`config.mk`:
```
export PLATFORM = sky130hd
export DESIGN_NAME = sram_pf_gate
export DESIGN_NICKNAME = d
export VERILOG_FILES = /design/src/rtl/sram_pf_pkg.sv /design/src/rtl/pf_flag_sync.sv /design/src/rtl/pf_lockout.sv /design/src/rtl/pf_bus_decode.sv /design/src/rtl/sram_pf_gate.sv
export SDC_FILE = /design/constraint.sdc
export NUM_CORES = 1
export LEC_CHECK = 0
export ABC_AREA = 1
export BUFFER_PORTS_ARGS = -buffer_cell sky130_fd_sc_hd__buf_2
export CAP_MARGIN = 20
export CORE_MARGIN = 5
export CORE_UTILIZATION = 56
export DETAILED_ROUTE_END_ITERATION = 10
export PLACE_DENSITY = 0.78
export REMOVE_ABC_BUFFERS = 1
export SLEW_MARGIN = 20
export SYNTH_ARGS = -nofsm -noshare
export SYNTH_HDL_FRONTEND = slang
export SYNTH_SLANG_ARGS = --single-unit
```
`constraint.sdc`:
```
create_clock -name clk -period 2.1 [get_ports clk]
set_clock_uncertainty 0.05 [all_clocks]
set_input_delay 0.315 -clock clk [delete_from_list [all_inputs] [get_ports clk]]
set_output_delay 0.315 -clock clk [all_outputs]
set_load 0.05 [all_outputs]
```
`src/rtl/sram_pf_pkg.sv`:
```
package sram_pf_pkg;

   typedef enum logic [1:0] {
      PF_DOWN    = 2'd0,
      PF_RECOVER = 2'd1,
      PF_RUN     = 2'd2
   } pf_state_t;

   typedef struct packed {
      logic ce1_n;
      logic ce2;
      logic oe_n;
      logic we_n;
   } bus_ctl_t;

   localparam bus_ctl_t BUS_IDLE = '{ce1_n: 1'b1, ce2: 1'b0, oe_n: 1'b1, we_n: 1'b1};

endpackage

```
`src/rtl/pf_flag_sync.sv`:
```
module pf_flag_sync #(
   parameter int   STAGES  = 2,
   parameter logic RST_VAL = 1'b0
) (
   input  logic clk,
   input  logic rst_n,
   input  logic din,
   output logic dout
);

   if (STAGES < 2) begin : g_bad_stages
      $error("pf_flag_sync: STAGES must be at least 2");
   end

   logic [STAGES-1:0] chain;

   always_ff @(posedge clk or negedge rst_n) begin
      if (!rst_n) chain <= {STAGES{RST_VAL}};
      else        chain <= {chain[STAGES-2:0], din};
   end

   assign dout = chain[STAGES-1];

endmodule

```
`src/rtl/pf_lockout.sv`:
```
module pf_lockout
   import sram_pf_pkg::*;
#(
   parameter int unsigned REC_CYCLES = 2_000_000
) (
   input  logic clk,
   input  logic rst_n,
   input  logic ok_s,
   output logic lockout
);

   localparam int unsigned      CNT_W    = (REC_CYCLES > 1) ? $clog2(REC_CYCLES) : 1;
   localparam logic [CNT_W-1:0] CNT_LAST = CNT_W'(REC_CYCLES - 1);

   if (REC_CYCLES < 2) begin : g_bad_rec
      $error("pf_lockout: REC_CYCLES must be at least 2");
   end

   pf_state_t        state, state_nx;
   logic [CNT_W-1:0] cnt, cnt_nx;

   always_comb begin
      state_nx = state;
      cnt_nx   = cnt;
      case (state)
         PF_DOWN: begin
            if (ok_s) begin
               state_nx = PF_RECOVER;
               cnt_nx   = '0;
            end
         end
         PF_RECOVER: begin
            if (!ok_s) begin
               state_nx = PF_DOWN;
               cnt_nx   = '0;
            end else if (cnt == CNT_LAST) begin
               state_nx = PF_RUN;
            end else begin
               cnt_nx = cnt + 1'b1;
            end
         end
         PF_RUN: begin
            if (!ok_s) state_nx = PF_DOWN;
         end
         default: state_nx = PF_DOWN;
      endcase
   end

   always_ff @(posedge clk or negedge rst_n) begin
      if (!rst_n) begin
         state <= PF_DOWN;
         cnt   <= '0;
      end else begin
         state <= state_nx;
         cnt   <= cnt_nx;
      end
   end

   // the flag falling locks at once; release waits for the state machine
   assign lockout = (state != PF_RUN) || !ok_s;

   // a dropout during recovery sends the machine back to the down state
   p_recover_abort_r9: assert property (@(posedge clk) disable iff (!rst_n)
      (state == PF_RECOVER && !ok_s) |=> (state == PF_DOWN))
      else $error("p_recover_abort_r9");

   // the run state is entered only from the last recovery count
   p_release_count_r8: assert property (@(posedge clk) disable iff (!rst_n)
      (state == PF_RUN && $past(state) != PF_RUN) |->
         ($past(state) == PF_RECOVER && $past(cnt) == CNT_LAST))
      else $error("p_release_count_r8");

endmodule

```
`src/rtl/pf_bus_decode.sv`:
```
module pf_bus_decode
   import sram_pf_pkg::*;
#(
   parameter int ADDR_W       = 13,
   parameter bit HOLD_WR_ADDR = 1'b1
) (
   input  logic              clk,
   input  logic              rst_n,
   input  logic              ce1_n,
   input  logic              ce2,
   input  logic              oe_n,
   input  logic              we_n,
   input  logic [ADDR_W-1:0] addr,
   input  logic              lockout,
   output logic              rd_en,
   output logic              wr_en,
   output logic              dq_oe,
   output logic [ADDR_W-1:0] mem_addr
);

   bus_ctl_t          ctl_q;
   logic [ADDR_W-1:0] addr_q;
   logic              wr_hold;
   logic              sel, write_mode;

   always_ff @(posedge clk or negedge rst_n) begin
      if (!rst_n) begin
         ctl_q  <= BUS_IDLE;
         addr_q <= '0;
      end else begin
         ctl_q  <= '{ce1_n: ce1_n, ce2: ce2, oe_n: oe_n, we_n: we_n};
         addr_q <= addr;
      end
   end

   assign sel        = !ctl_q.ce1_n && ctl_q.ce2;
   assign write_mode = sel && !ctl_q.we_n;

   // a write held across lockout must be re-armed by leaving write mode
   always_ff @(posedge clk or negedge rst_n) begin
      if (!rst_n)       wr_hold <= 1'b1;
      else if (lockout) wr_hold <= 1'b1;
      else              wr_hold <= wr_hold && write_mode;
   end

   assign rd_en = sel && ctl_q.we_n && !lockout;
   assign dq_oe = rd_en && !ctl_q.oe_n;
   assign wr_en = write_mode && !lockout && !wr_hold;

   if (HOLD_WR_ADDR) begin : g_hold_addr
      logic              wr_d;
      logic [ADDR_W-1:0] addr_hold;

      always_ff @(posedge clk or negedge rst_n) begin
         if (!rst_n) begin
            wr_d      <= 1'b0;
            addr_hold <= '0;
         end else begin
            wr_d      <= wr_en;
            addr_hold <= mem_addr;
         end
      end

      assign mem_addr = (wr_en && wr_d) ? addr_hold : addr_q;

      // the address seen by the array is frozen while a write continues
      p_addr_stable_r5: assert property (@(posedge clk) disable iff (!rst_n)
         (wr_en && $past(wr_en)) |-> $stable(mem_addr))
         else $error("p_addr_stable_r5");
   end else begin : g_pass_addr
      assign mem_addr = addr_q;
   end

   // no strobe or driver while the supply lockout is active
   p_no_write_locked_r6: assert property (@(posedge clk) disable iff (!rst_n)
      lockout |-> (!wr_en && !dq_oe && !rd_en))
      else $error("p_no_write_locked_r6");

   // the release cycle never carries a write strobe
   p_fresh_write_r10: assert property (@(posedge clk) disable iff (!rst_n)
      $fell(lockout) |-> !wr_en)
      else $error("p_fresh_write_r10");

   // the output driver and the write strobe never overlap
   p_oe_vs_write_r4: assert property (@(posedge clk) disable iff (!rst_n)
      wr_en |-> !dq_oe)
      else $error("p_oe_vs_write_r4");

endmodule

```
`src/rtl/sram_pf_gate.sv`:
```
module sram_pf_gate #(
   parameter int          ADDR_W       = 13,
   parameter int          SYNC_STAGES  = 2,
   parameter int unsigned REC_CYCLES   = 2_000_000,
   parameter bit          HOLD_WR_ADDR = 1'b1
) (
   input  logic              clk,
   input  logic              rst_n,
   input  logic              bus_ce1_n,
   input  logic              bus_ce2,
   input  logic              bus_oe_n,
   input  logic              bus_we_n,
   input  logic [ADDR_W-1:0] bus_addr,
   input  logic              vdd_ok_async,
   input  logic              vdd_main_async,
   output logic              arr_rd_en,
   output logic              arr_wr_en,
   output logic [ADDR_W-1:0] arr_addr,
   output logic              dq_out_en,
   output logic              pwr_bat_sel,
   output logic              pf_lockout
);

   if (ADDR_W < 1 || ADDR_W > 32) begin : g_bad_addr
      $error("sram_pf_gate: ADDR_W out of range");
   end

   logic ok_s, main_s, lock;

   pf_flag_sync #(.STAGES(SYNC_STAGES), .RST_VAL(1'b0)) u_sync_ok (
      .clk(clk), .rst_n(rst_n), .din(vdd_ok_async), .dout(ok_s)
   );

   pf_flag_sync #(.STAGES(SYNC_STAGES), .RST_VAL(1'b0)) u_sync_main (
      .clk(clk), .rst_n(rst_n), .din(vdd_main_async), .dout(main_s)
   );

   pf_lockout #(.REC_CYCLES(REC_CYCLES)) u_lock (
      .clk(clk), .rst_n(rst_n), .ok_s(ok_s), .lockout(lock)
   );

   pf_bus_decode #(.ADDR_W(ADDR_W), .HOLD_WR_ADDR(HOLD_WR_ADDR)) u_dec (
      .clk(clk), .rst_n(rst_n),
      .ce1_n(bus_ce1_n), .ce2(bus_ce2), .oe_n(bus_oe_n), .we_n(bus_we_n),
      .addr(bus_addr), .lockout(lock),
      .rd_en(arr_rd_en), .wr_en(arr_wr_en), .dq_oe(dq_out_en), .mem_addr(arr_addr)
   );

   assign pwr_bat_sel = !main_s;
   assign pf_lockout  = lock;

endmodule

```
---- Word-level counts from Yosys, hierarchy flattened ----
Index checks and enable logic that the tools add are counted.
W data, S select, Z words.
storage, ports and cells
  output and inout port bits .............. 18
  ROM bits ................................ 0
  word-level logic and storage cells ...... 53
  bits in registers ....................... 59
  memories ................................ 0
  latch bits .............................. 0
  RAM bits ................................ 0
cells by class
  add/sub/neg operators ................... 1
  eq/ne operators ......................... 8
  multipliers ............................. 0
  shifts and indexed selects .............. 0
  reductions and logical operators ........ 21
  muxes and demuxes ....................... 11
  magnitude comparators ................... 0
  div/mod/pow operators ................... 0
  bitwise operators ....................... 0
operators with widths
  kind                     count
  $mux W21                 3
  $pmux W21 S2             1
  $add A21 B1 Y21 const B  1
  $eq A21 B21 Y1 const B   1
  $mux W13                 1
  $logic_and A1 B1 Y1      9
  $mux W2                  4
  $logic_not A1 Y1         7
  $ne A2 B2 Y1 const B     3
  $pmux W2 S3              1
  $reduce_and A3 Y1        2
  $ne A3 B2 Y1 const B     1
  $ne A3 B3 Y1 const B     1
  $eq A2 B1 Y1 const B     1
  $eq A2 B2 Y1 const B     1
  $logic_not A2 Y1         1
  $reduce_bool A2 Y1       1
  $logic_or A1 B1 Y1       1
  $mux W1                  1

---- Depth between registers and ports, before layout ----
Gate-level depths: netlist of run 1.
  word-level depth ........................ 7
  depth in mapped cells ................... 10

---- Hierarchy ----
Synthesis of run 1 repeated with hierarchy kept, for this count alone.
second synthesis, totals
  cell total of the unflattened synthesis .. 331
  area total of the unflattened synthesis .. 2,780.2 µm²
by module, submodules not included
  module         cells each  area each (µm²)  seq. area each (µm²)  times used
  pf_lockout     237         1,574.0          575.6                 1
  pf_bus_decode  89          1,102.3          805.8                 1
  pf_flag_sync   2           50.0             50.0                  2
  sram_pf_gate   1           3.8              0.0                   1

---- Worst setup path after synthesis of run 1 ----
OpenSTA, ideal clock, no wires.
  path kind ............................... flip-flop to output port
  start ................................... reg u_lock.state[0]
  end ..................................... out dq_out_en
  path buffers ............................ 0
  setup slack ............................. -0.509 ns
  arrival ................................. 2.244 ns
  required time ........................... 1.735 ns
  stages on the path, launching flop included .. 4
  cell sequence ........................... dfrtp_1 -> inv_1 -> nand3_4 -> nor4_1
on the way
  cells in the longest elaborated chain, start to end .. 5
RTL lines
  item                      line                 source
  start: declaration        pf_lockout.sv:19     pf_state_t state, state_nx;
  start signal: assignment  pf_lockout.sv:54     state <= state_nx;
  $ne A2 B2 Y1              pf_lockout.sv:60     assign lockout = (state != PF_RUN) || !ok_s;
  $logic_or A1 B1 Y1        pf_lockout.sv:60
  net pf_lockout            sram_pf_gate.sv:21   output logic pf_lockout
  $logic_not A1 Y1          pf_bus_decode.sv:46  assign rd_en = sel && ctl_q.we_n && !lockout;
  $logic_and A1 B1 Y1       pf_bus_decode.sv:46
  $logic_and A1 B1 Y1       pf_bus_decode.sv:47  assign dq_oe = rd_en && !ctl_q.oe_n;
  end: declaration          sram_pf_gate.sv:19   output logic dq_out_en,
The timed path passes the listed nets, and every way through them passes these cells.

---- Worst setup path after layout of run 1 ----
  start ................................... reg u_lock.state[0]
  end ..................................... out arr_addr[4]
on the way
  cells in the longest elaborated chain, start to end .. 7
RTL lines
  item                               line                 source
  $ne A2 B2 Y1                       pf_lockout.sv:60
  $logic_or A1 B1 Y1                 pf_lockout.sv:60
  $logic_not A1 Y1                   pf_bus_decode.sv:48  assign wr_en = write_mode && !lockout && !wr_hold;
  $logic_and A1 B1 Y1 (2 in series)  pf_bus_decode.sv:48
  $logic_and A1 B1 Y1                pf_bus_decode.sv:64  assign mem_addr = (wr_en && wr_d) ? addr_hold : addr_q;
  $mux W13                           pf_bus_decode.sv:64
  end: declaration                   sram_pf_gate.sv:18   output logic [ADDR_W-1:0] arr_addr,
Every way passes these cells.

==> results of run 1 <==
[state kept, by name, summed over array words and instances, names as in the netlist]
name / cells
u_sync_ok.chain: 2
u_sync_main.chain: 2
u_dec.wr_hold: 1
u_dec.g_hold_addr.wr_d: 1
u_dec.addr_q: 13
u_dec.ctl_q: 4
u_dec.g_hold_addr.addr_hold: 13
u_lock.state: 2
u_lock.cnt: 21
[worst reg2reg max path: cells and delay by family (launching register included)]
| kind | cells | cell delay, ns |
|---|---|---|
| flops | 1 | 0.41 |
| buf+inv | 2 | 0.31 |
| compound gates | 1 | 0.07 |
| simple gates | 6 | 0.70 |
| fa+ha+maj | 1 | 0.18 |
[synth_stat cells (2+ instances only)]
| library cell | number |
|---|---|
| nand2_1 | 80 |
| dfrtp_1 | 55 |
| nand3_1 | 34 |
| inv_1 | 30 |
| nor2_1 | 25 |
| nand2_2 | 13 |
| o21ai_0 | 9 |
| nand4_1 | 7 |
| o21ai_2 | 7 |
| dfstp_2 | 4 |
| nor3_1 | 4 |
| xor2_1 | 4 |
| nor2_2 | 3 |
| nor2_4 | 3 |
| inv_2 | 2 |
| nand3_4 | 2 |
| o21ai_1 | 2 |
[cell families after synthesis]
group / after synthesis
simple gates: 175
flops: 59
buf+inv: 36
compound gates: 22
xor+xnor: 5
fa+ha+maj: 1
[area by class of cell]
class	count	area share
Sequential cell	59	0.416
Clock buffer	12	0.0463
Tap cell	54	0.0190
Inverter	32	0.0337
Timing Repair Buffer	55	0.119
Multi-Input combinational cell	204	0.339
Clock inverter	4	0.0267
[what timing repair did]
action / CTS / global route
hold buffers: 1 / 0
endpoints found under the setup margin: 14 / 14
pin swaps: 1 / 9
buffers inserted: 6 / 5
resized for setup: 38 / 38
hold endpoints to repair: 19 / 0
gates cloned: 0 / 1
[metal layers]
metal / GRT usage / share of wire
met1: 0.255 / 0.39
met2: 0.346 / 0.51
met3: 0.0669 / 0.068
met4: 0.110 / 0.028
met5: 0 / 0
[power breakdown]
part | internal (mW) | switching [mW]
clock network | 0.884 | 0.465
logic | 0.0916 | 0.175
registers | 1.18 | 0.0288
[worst paths after layout]
kind                                                 to  slack, ns  cells past startpoint
setup / recovery                            arr_addr[4]      -0.06                      8
hold / removal                 u_dec.ctl_q[3]$_DFF_PN1_       0.02                      1
setup reg to reg              u_lock.cnt[2]$_DFFE_PN0P_       0.28                     10
hold reg to reg            u_sync_ok.chain[1]$_DFF_PN0_       0.30                      0
max in group asynchronous      u_dec.ctl_q[0]$_DFF_PN1_       0.87                      3
min in group asynchronous     u_lock.cnt[4]$_DFFE_PN0P_       0.43                      2
==> impl.org, run 1 <==
** Synthesis
- Counting every instance in the synthesized netlist gives 298.
- The share of synthesized area in the top cell type comes to 0.512.
- Largest cells by area after synthesis :: dfrtp_1, nand2_1, nand3_1, inv_1, dfstp_2
- Post-Synth Adder-Cell Area :: 0.00465
- After synthesis, the netlist uses 31 different library cells.
- Cell area after technology mapping :: 2690 sq um
- For this run, the leading register cell type out of synthesis is dfrtp_1.
- Of the total synthesized cell area, the portion taken by AND, OR, NAND and NOR gates is 0.314.
- The share of the synthesized area in compound gates (AO/OA/AOI/OAI) is 0.0558.
- Yosys warnings :: 0
- For this run, asynchronously set or reset flops after synthesis account for 1.00.
- The synthesized design contains 0 enable-type register cells.
- Portion of netlist area occupied by mux cells :: 0
- The average instance in the mapped netlist occupies 9.03 sq um.
- Fraction of the yosys area taken by sequential cells :: 0.551
- dfrtp_1 takes more of the synthesized area than any other cell.
- After synthesis, the largest family of logic cells by area is simple AND/OR/NAND/NOR gates.
- In this run, synthesis produced a sequential element count of 59.
- Of the total synthesized cell area, the portion taken by XOR and XNOR cells is 0.0163.

** Global route
- The first global-routing pass estimated slightly above 10,000 um of wire.
- For this run the aggregate overflow at the end of global routing stands at 0.
- Entering global routing, the biggest net connects 22 pins.
- The number of antenna violations at the first check in global routing came to 0.
- The number of global-route vias before repair is 2,263.
- GRT Util Overall :: 0.214

** Worst setup path
- Kind of end point of the critical path :: output pin
- Of all nets on the critical path, the largest fanout is 7.
- Together, buffers and inverters on the worst path number 3.
- Beginning of the critical path :: u_lock.state[0]$_DFFE_PN0P_
- The startpoint identified for the worst register-to-register timing path is u_lock.cnt[0]$_DFFE_PN0P_.
- Critical path's largest stage delay :: 0.41 ns
- STA classifies the critical path startpoint as a register.
- The setup path with the least slack is of type reg2out.
- Slowest cell on the critical path :: dfrtp_1
- Gate family responsible for the most delay along the worst path :: simple AND/OR/NAND/NOR gates
- Walking the worst path, the cells encountered are inv_2 -> nand3_4 -> nor4_4 -> buf_6 -> nand2_8 -> nand2_2 -> nand2_2 -> buf_6.
- WP data arrival :: between 1.5 and 2 ns
- For the worst setup path, the data required time is 1.74 ns.

** Floorplan
- The die covers 6290 sq um.
- From left edge to right edge, the die measures a little under 80 um.
- I/O pin cnt :: 39
- The initial utilization of the core area, before any placement, comes to 0.573.
- Std cell rows :: 25
- Area of the core region :: 4690 sq um
- Measured along the y axis, the die boundary spans 79.3 um.

** Timing
- Accumulated negative setup slack :: -0.436 ns
- Of the available clock period, the critical path in the final layout requires 1.03.
- Unrepaired setup endpoints after global routing :: yes
- In this run the tightest slew margin relative to its limit is 0.604.
- Final setup margin :: -0.0600 ns
- For the pin with the worst max-slew slack, the measured transition is approximately 0.59 ns.
- The worst path in the final design needs a cycle of 2.16 ns, including I/O delays and setup.
- Final-report setup violation count :: 13
- The final count of hold timing violations came to 0.
- For this run, the top clock speed supported by timing is 463 MHz.
- Pins Over Slew Limit :: 0
- Tightest hold margin :: 0.0207 ns

** Cells and area
- At the end of the flow the core is filled with cells to 0.759.
- Footprint of the flip-flops and latches :: 1480 sq um
- Leading cell type in the layout, fill and taps excluded :: dfrtp_1
- Commonest non-fill, non-tap cells in the layout :: dfrtp_1, nand2_1, nand3_1
- Fill cells :: 284
- Area delta synth->final :: 32.5%
- Fraction of layout instances using a drive strength above 1 :: 0.380
- The repair_antennas step left the layout with diodes totalling 0.
- After routing the design area is 3560 sq um.
- For this run, the post-layout net count is 383.
- Area occupied by multi-input gates :: between 1000 and 1500 sq um
- After the flow finishes, the layout carries non-filler instances totaling 420.

** Power and ir drop
- Dividing total power by cell area gives a power density of 793 nW/um^2.
- Peak ir drop on the vdd network :: ~0.6 mV
- Leakage :: 1.66 nW
- Overall power consumption after layout is estimated at 2.83 mW.

** CTS
- CTS tree :: built
- The cell sitting at the root of the clock tree is a clkbuf_8.
- Clock latency at the later pin of the worst-skew pair :: between 0.3 and 0.4 ns
- Number of clock sinks :: 59
- Counting the buffers created by CTS gives 9.
- Depth of the CTS H-tree :: 3
- After clock tree synthesis, the clock-pin slew on the worst setup and hold paths is 0.07 ns.
- Maximum root-to-sink buffer count :: 2

** Placed design
- Global placer's final weighted congestion :: about 0.86
- Worst setup timing slack at the placement stage :: 0.114 ns
- Once placement finished, the instance area stood at a little under 3000 sq um.
- Port Buf Inserts :: 38
- Summed over all nets, the half-perimeter wirelength after detailed placement is 4030 um.
- Once placement completed, the tool counted placed cells totaling roughly 400.

** Routing
- Iteration count of the initial detailed-routing pass :: 4
- The final route contains roughly 2,300 vias.
- Final Routed Wirelength :: 7260 um
- WL per Instance :: between 15 and 20 um
- For this run, design rule violations remaining after detail routing come to 0.
- Number of nets still failing antenna checks after routing :: 0
- Mean number of vias per cell :: 5.59
- Number of design-rule violations left by the first detailed-router iteration :: roughly 240

** Run
- Across the run, the number of max-cap violations was 0.

** Worst hold path
- Class of the worst hold path :: in2reg
- Start point of the worst hold path :: bus_ce1_n

** Outcome
- The final reports fail on negative setup slack.
- The run finished, with violations left.
No activity file was read; power rests on OpenSTA's default activity.
==> run 2: changes to the inputs <==
Settings changed: REMOVE_ABC_BUFFERS 1 to default.
==> run 2 against run 1 <==
Compared with the run above:
- the run still ends with negative setup slack left
- via count grew 3.2%
- design area rose by 1.9%
- global-route usage grew 3.4 points
- largest cell class unchanged
==> impl.org, run 2 (synthesis results as in run 1) <==
** Placed design
- The worst setup timing slack at the placement stage is 0.138 ns (+0.0240 ns).
- The detailed placer's ending HPWL came to 3970 um (-1.5%).
- Placement-stage cell area :: 2980 sq um (+1.1%)
- The total placed cells including tap cells is 391 (unchanged).
- The weighted congestion reported at the end of routability-driven placement is 0.886 (+3.6%).
- Port Buf Inserts :: 38 (unchanged)

** CTS
- The number of levels in the clock H-tree was 3 (unchanged).
- Clock latency at the later pin of the worst-skew pair :: 0.35 ns (about the same)
- The clock edge transition at the registers on the reported setup and hold paths was 0.09 ns (+0.02 ns).
- The tree is rooted in a clkbuf_8.
- CTS tree :: built
- Number of clock sinks :: 59 (unchanged)
- CTS Buf Count :: 9 (unchanged)
- The maximum number of buffers from clock root to sink came to 2 (unchanged).

** Worst setup path
- Kind of end point of the critical path :: output pin
- Critical path's largest stage delay :: 0.42 ns (about the same)
- WP data arrival :: 1.84 ns (+0.04 ns)
- By startpoint and endpoint, the worst setup path is classified as reg2out.
- Kind of start point of the critical path :: register
- Walking the worst path, the cells encountered are nand2_4 -> nor4_4 -> buf_4 -> buf_12 -> nand3_2 -> nand2_2 -> buf_8.
- Data required time of the worst path :: 1.74 ns (about the same)
- The worst setup slack for register-to-register paths came to 0.25 ns (-0.03 ns).
- The largest driver fanout on the critical path was 8 (+1).
- Slowest cell on the critical path :: dfrtp_1

** Cells and area
- Leading cell type in the layout, fill and taps excluded :: nand2_1
- Ranked by flip-flop count, first place goes to u_lock.cnt.
- The post-route non-filler standard cell count came to 432 (+2.9%).
- In the final layout, the registers with the most flip-flops are u_lock.cnt: 21 flops, u_dec.addr_q: 13 flops, u_dec.g_hold_addr.addr_hold: 13 flops.
- The net count reported at finish was 395 (+3.1%).
- The post-route cell area is 3630 sq um (+1.9%).
- The antenna diode count is 0 (unchanged).
- The number of inserted filler cells in the final layout was 258 (-9.2%).
- The flip-flop count of the largest register after layout came to 21 (unchanged).
- Post-Route Utilization :: 0.774 (+0.0144)
- Area delta synth->final :: 35.0%
- Fraction of layout instances using a drive strength above 1 :: 0.376 (-0.00412)
- Commonest non-fill, non-tap cells in the layout :: nand2_1, dfrtp_1, inv_1

** Floorplan
- Die boundary height :: 79.3 um (unchanged)
- The initial core utilization was 0.573 (unchanged).
- The floorplan row count is 25 (unchanged).
- The full die area came to 6290 sq um (unchanged).
- The placeable core region came to 4690 sq um (unchanged).
- Horizontal die dimension :: 79.3 um (unchanged)
- The top-level port count came to 39 (unchanged).

** Power and ir drop
- The leakage power came to 1.68 nW (+1.7%).
- The overall power of the completed layout is 2.48 mW (-12%).
- Power density relative to cell area :: 684 nW/um^2 (-14%)
- Peak ir drop on the vdd network :: 0.995 mV (+66%)

** Routing
- The routed wirelength normalized by instance count was 18.6 um (+7.6%).
- The final routed wirelength across all metal layers is 8030 um (+11%).
- The total number of vias came to 2,424 (+3.2%).
- Number of nets still failing antenna checks after routing :: 0 (unchanged)
- Drc violations :: 0 (unchanged)
- Mean number of vias per cell :: 5.61 (+0.33%)
- The detailed-router iteration count before antenna repair came to 5 (+1).
- Number of design-rule violations left by the first detailed-router iteration :: 210 (-14%)

** Timing
- The total negative setup slack is -0.921 ns (-0.485 ns).
- The number of setup violations in the final report is 13 (unchanged).
- The final worst setup slack is -0.107 ns (-0.0471 ns).
- The achievable clock frequency was 453 MHz (-2.1%).
- Max transition margin :: 0.612 (+0.00797)
- The final count of hold timing violations was 0 (unchanged).
- The clock period minus final worst setup slack came to 2.21 ns (+0.0471 ns).
- Tightest hold margin :: 0.0173 ns (-0.00339 ns)
- The post-route fraction of the period consumed by the critical path is 1.05 (+0.0224).
- The actual transition at the worst max-transition pin was 0.582 ns (-0.0120 ns).
- Unrepaired setup endpoints after global routing :: yes
- Pins Over Slew Limit :: 0 (unchanged)

** Global route
- GR Layer Usage met2 :: 0.380 (+0.0337)
- The total global-route track usage is 0.248 (+0.0340).
- Maximum number of pins on one net before global-route repair :: 26 (+18%)
- The met3 capacity usage during global routing is 0.0930 (+0.0261).
- The layer flagged by global routing as most heavily used is met2.
- Via count of the first global-routing pass :: 2,502 (+11%)
- Initial antenna violation count :: 0 (unchanged)
- Global-route wire length before repair :: 11,600 um (+14%)
- The met1 usage in global routing is 0.303 (+0.0473).
- Aggregate global routing overflow :: 0 (unchanged)

** Worst hold path
- In this run the worst hold path is classified as in2reg.

** Run
- # Max-Cap Violations :: 0 (unchanged)

** Outcome
- Status :: finished with violations
- Violations in the final reports :: negative setup slack

** Synthesis
- The number of nets in the synthesized netlist is 320.
[run 2: cell count changes in the layout (fill, tap and decap cells not counted), moves of 6 or more]
| cell | change |
|---|---|
| nand2_1 | +13 |
| buf_6 | -10 |
| buf_4 | +9 |
| buf_8 | +9 |
| nand3_1 | -8 |
| nand2_2 | -7 |
| nand2_4 | -6 |
[run 2: cell type report]
class / count / area [sq um] / share of cell area
clock inverter: 4 / 26.3 / 0.00724
sequential: 59 / 1480 / 0.408
tap: 54 / 67.6 / 0.0186
timing repair buffer: 68 / 579 / 0.160
inverter: 32 / 120 / 0.0331
clock buffer: 12 / 155 / 0.0427
multi-input combinational: 203 / 1200 / 0.330
[run 2: worst paths after layout]
| kind | startpoint | cells after the start | endpoint |
|---|---|---|---|
| worst max-delay path | u_dec.ctl_q[2]$_DFF_PN0_ | 7 | arr_addr[10] |
| worst min-delay path | bus_addr[6] | 1 | u_dec.addr_q[6]$_DFF_PN0_ |
| worst max register to register | u_lock.cnt[0]$_DFFE_PN0P_ | 10 | u_lock.cnt[0]$_DFFE_PN0P_ |
| worst min register to register | u_sync_main.chain[0]$_DFF_PN0_ | 0 | u_sync_main.chain[1]$_DFF_PN0_ |
| max in group asynchronous | rst_n | 3 | u_dec.g_hold_addr.addr_hold[10]$_DFF_PN0_ |
| min in group asynchronous | rst_n | 2 | u_lock.cnt[15]$_DFFE_PN0P_ |
[run 2: metal layers]
| metal | vias to the layer above | share of wire |
|---|---|---|
| met5 | - | 0 |
| met1 | 1172 | 0.40 |
| met3 | 27 | 0.080 |
| li1 | 1104 | - |
| met4 | 0 | 0.038 |
| met2 | 121 | 0.49 |
[run 2: worst max-delay path: cells and delay by family (launching register included)]
family                 cells  cell delay, ns
AND/OR/NAND/NOR            4            0.54
buffers and inverters      3            0.53
flip-flops                 1            0.42
[run 2: what timing repair did]
item | CTS | global route
resized for setup | 56 | 16
gates cloned | 1 | 0
setup buffers | 8 | 10
setup endpoints to repair | 14 | 14
hold buffers | 1 | 5
pin swaps | 13 | 6
hold endpoints to repair | 19 | 5
[run 2: where the power goes]
group          total, mW  leakage [nW]  switching [mW]  internal (mW)
clock network      0.975        0.0924           0.484          0.491
logic              0.299         0.857           0.187          0.112
registers           1.21         0.734          0.0279           1.18
total               2.48          1.68           0.699           1.78
==> run 3: changes to the inputs <==
Settings changed: ABC_AREA 1 to 0, CORE_UTILIZATION 56 to 55, GPL_ROUTABILITY_DRIVEN from default to 1.
==> run 3 against run 2 <==
Compared with the run above:
- the flow still finishes with violations (negative setup slack)
- combinational power decreased by 24%
- count of clock-buffer cells in the layout increased by 3
- fmax decreased by 5.0%
- first-iteration DRC count decreased by 64%
- clock power increased by 13%
- critical path type unchanged
- critical endpoint is now arr_addr[2]
==> impl.org, run 3 <==
** Synthesis
- Yosys attributes the largest share of cell area to dfrtp_1, mux2_2, o21ai_0, dfstp_2, nand2_1.
- Synthesized area per cell :: 11.5 sq um (+28%)
- Portion of netlist area occupied by mux cells :: 0.0610 (+0.0610)
- Among all flip-flop cells after synthesis, the most frequent one is dfrtp_1.
- The count of yosys warnings during synthesis is 0 (unchanged).
- The flip-flop and latch count after synthesis came to 59 (unchanged).
- Library cell with the highest instance count after synthesis :: dfrtp_1
- Share of flip-flops with an asynchronous set or reset :: 1.00 (unchanged)
- Synthesized instance count :: 208 (-30%)
- The XOR/XNOR share of the synthesized area came to 0 (-0.0163).
- Fraction of the mapped netlist area in compound gates :: 0.139 (+0.0829)
- Top-area cell type share of the netlist area :: 0.574 (+0.0619)
- Count of flip-flops with a built-in enable after synthesis :: 0 (unchanged)
- Most used standard cells in the synthesized netlist :: dfrtp_1, o21ai_0, nand2_1
- Netlist cell types :: 39 (+26%)
- The area share of and/or/nand/nor cells after synthesis was 0.157 (-0.157).
- Cell area after technology mapping :: 2400 sq um (-11%)
- After synthesis, the largest family of logic cells by area is simple AND/OR/NAND/NOR gates.
- Number of nets in the synthesized netlist :: 230 (-28%)
- The biggest area contributor in the post-synthesis netlist is dfrtp_1.
- The fraction of the mapped netlist area in adder cells came to 0.00521 (+0.000563).
- Fraction of the yosys area taken by sequential cells :: 0.617 (+0.0666)

** CTS
- The maximum number of buffers from clock root to sink was 2 (unchanged).
- The clock edge transition at the registers on the reported setup and hold paths was 0.06 ns (-0.03 ns).
- TritonCTS built the clock tree.
- CTS Buf Count :: 9 (unchanged)
- The CTS sink count was 59 (unchanged).
- In this run the clock root is driven by a clkbuf_8.
- Clock latency at the later pin of the worst-skew pair :: 0.34 ns (about the same)
- The number of levels in the clock H-tree is 3 (unchanged).

** Timing
- The final count of hold timing violations was 0 (unchanged).
- Setup repair after global routing could not meet its margin everywhere.
- Tightest hold margin :: 0.0225 ns (+0.00526 ns)
- The achievable clock frequency came to 431 MHz (-5.0%).
- Accumulated negative setup slack :: -2.86 ns (-1.93 ns)
- Final period utilization :: 1.11 (+0.0549)
- The number of setup violations in the final report is 16 (+3).
- Measured slew at the worst slew-check pin :: 0.400 ns (-0.182 ns)
- The clock period minus final worst setup slack was 2.32 ns (+0.115 ns).
- Final setup margin :: -0.222 ns (-0.115 ns)
- The number of max-slew violations in the final report is 0 (unchanged).
- Max transition margin :: 0.732 (+0.120)

** Placed design
- The weighted congestion reported at the end of routability-driven placement is 0.870 (-1.8%).
- Port Buf Inserts :: 38 (unchanged)
- The placed instance area was 2880 sq um (-3.4%).
- The worst setup timing slack at the placement stage came to -0.0350 ns (-0.173 ns).
- HPWL Detailed :: 3470 um (-13%)
- The total placed cells including tap cells is 316 (-19%).

** Cells and area
- The end-of-flow core utilization came to 0.772 (-0.00201).
- Fill cells :: 277 (+7.4%)
- The top cell types in the final layout, fill and taps aside, are dfrtp_1, buf_2, buf_4.
- The library cell used most frequently in the layout, excluding fill and tap cells, is dfrtp_1.
- The net count reported at finish came to 303 (-23%).
- Number of flip-flops under the largest register name :: 21 (unchanged)
- Fraction of layout instances using a drive strength above 1 :: 0.430 (+0.0544)
- The post-route non-filler standard cell count came to 338 (-22%).
- The total area of multi-input combinational cells is 997 sq um (-17%).
- The post-route cell area was 3310 sq um (-8.7%).
- More flip-flops sit in one register than any other, and that register is u_lock.cnt.
- The antenna diode count came to 0 (unchanged).
- Registers with the most flip-flops :: u_lock.cnt: 21 flops, u_dec.addr_q: 13 flops, u_dec.g_hold_addr.addr_hold: 13 flops
- Footprint of the flip-flops and latches :: 1480 sq um (about the same)
- Area delta synth->final :: 38.1%

** Floorplan
- Horizontal die dimension :: 76.1 um (-4.1%)
- The die extent in y is 76.1 um (-4.1%).
- I/O pin cnt :: 39 (unchanged)
- Initial Util :: 0.559 (-0.0145)
- The full die area was 5780 sq um (-8.0%).
- Area of the core region :: 4290 sq um (-8.5%)
- The floorplan row count came to 24 (-4.0%).

** Global route
- The number of global-route vias before repair is 1,926 (-23%).
- The total global-route track usage is 0.200 (-0.0478).
- The global-route wire length before repair was 9110 um (-22%).
- The pin count of the biggest net entering global routing is 60 (+130%).
- The global-route congestion overflow total was 0 (unchanged).
- Initial antenna violation count :: 0 (unchanged)

** Worst setup path
- The largest driver fanout on the critical path came to 13 (+5).
- The critical path goes through nand3b_1 -> nor4b_4 -> nand2_2 -> buf_12 -> mux2_4 -> buf_6.
- Critical path's largest stage delay :: 0.37 ns (-0.05 ns)
- Slowest cell on the critical path :: dfrtp_1
- The cell family contributing the most delay on the critical path is simple AND/OR/NAND/NOR gates.
- Data required time of the worst path :: 1.74 ns (about the same)
- Type of the setup path with the least slack :: reg2out
- The arrival time at the worst endpoint is 1.96 ns (+0.12 ns).
- The number of buffers and inverters on the critical path came to 2 (-1).
- STA classifies the critical path endpoint as an output pin.
- STA classifies the critical path startpoint as a register.

** Routing
- Iteration count of the initial detailed-routing pass :: 4 (-1)
- The routed wirelength normalized by instance count is 16.9 um (-9.4%).
- The final routed wirelength across all metal layers is 5700 um (-29%).
- The number of vias per cell after detailed routing was 5.75 (+2.6%).
- The number of DRC violations after detailed routing is 0 (unchanged).
- Number of nets still failing antenna checks after routing :: 0 (unchanged)
- The total number of vias came to 1,945 (-20%).
- Number of design-rule violations left by the first detailed-router iteration :: 76 (-64%)

** Power and ir drop
- Leakage :: 1.56 nW (-7.4%)
- Total power after layout :: 2.52 mW (+1.5%)
- Power density relative to cell area :: 760 nW/um^2 (+11%)
- The worst ir drop on vdd is 0.462 mV (-54%).

** Run
- The number of max-cap violations came to 0 (unchanged).

** Outcome
- Status :: finished with violations
- Violations in the final reports :: negative setup slack

** Worst hold path
- Class of the worst hold path :: in2reg
-- run 3: changes by cell type after synthesis, moves of 13 or more --
cell     delta
nand2_1    -65
mux2_2     +13
o21ai_0    +16
nand2_2    -13
nand3_1    -25
inv_1      -26
-- run 3: kinds of logic (layout without fill, tap and decap cells) --
family                   Yosys count  count (layout)
AO/OA/AOI/OAI                     55              55
buffers and inverters             10              88
flip-flops                        59              59
adder cells (fa/ha/maj)            1               1
AND/OR/NAND/NOR                   70              70
multiplexers                      13              13
-- run 3: per-layer routing --
| layer | vias up | share of wire | GRT usage | routed length [um] |
|---|---|---|---|---|
| met1 | 962 | 0.41 | 0.246 | 2360 |
| li1 | 907 | - | - | - |
| met2 | 63 | 0.50 | 0.313 | 2860 |
| met4 | 0 | 0.025 | 0.0909 | 145 |
| met3 | 13 | 0.059 | 0.0733 | 335 |
| met5 | - | 0 | 0 | 0 |
-- run 3: where the power goes --
group | total, mW | internal, mW | switching, mW | leakage (nW)
clock network | 1.10 | 0.679 | 0.421 | 0.110
logic | 0.227 | 0.0894 | 0.138 | 0.715
registers | 1.19 | 1.18 | 0.0148 | 0.735
total | 2.52 | 1.95 | 0.574 | 1.56
-- run 3: cell type report --
cell class,count,area share
Clock inverter,1,0.00906
Multi-Input combinational cell,139,0.301
Timing Repair Buffer,68,0.163
Sequential cell,59,0.447
Inverter,4,0.00453
Tap cell,52,0.0196
Clock buffer,15,0.0562
-- run 3: path summary, 6_finish.rpt --
kind,startpoint,end,slack (ns),depth (start not counted)
max reg2reg,u_lock.cnt[16]$_DFFE_PN0P_,u_lock.cnt[15]$_DFFE_PN0P_,-0.08,6
min reg2reg,u_sync_ok.chain[0]$_DFF_PN0_,u_sync_ok.chain[1]$_DFF_PN0_,0.30,0
min,bus_ce1_n,u_dec.ctl_q[3]$_DFF_PN1_,0.02,1
max,u_lock.state[0]$_DFFE_PN0P_,arr_addr[2],-0.22,6
min in group asynchronous,rst_n,u_dec.g_hold_addr.addr_hold[1]$_DFF_PN0_,0.47,3
max in group asynchronous,rst_n,u_dec.ctl_q[0]$_DFF_PN1_,1.24,3
-- run 3: worst reg2reg max path, delay by kind of cell, from the launching register on --
family                 cells  cell delay, ns
DFF                        1            0.37
buffers and inverters      1            0.19
and+or+nand+nor            3            1.04
AOI/OAI and AO/OA          2            0.43
-- run 3: what timing repair did --
action	CTS	global route
cloned	0	1
setup buffers	1	3
pin swaps	2	9
hold buffers	1	0
endpoints found under the setup margin	14	25
hold endpoints to repair	55	0
gates resized for setup	28	30
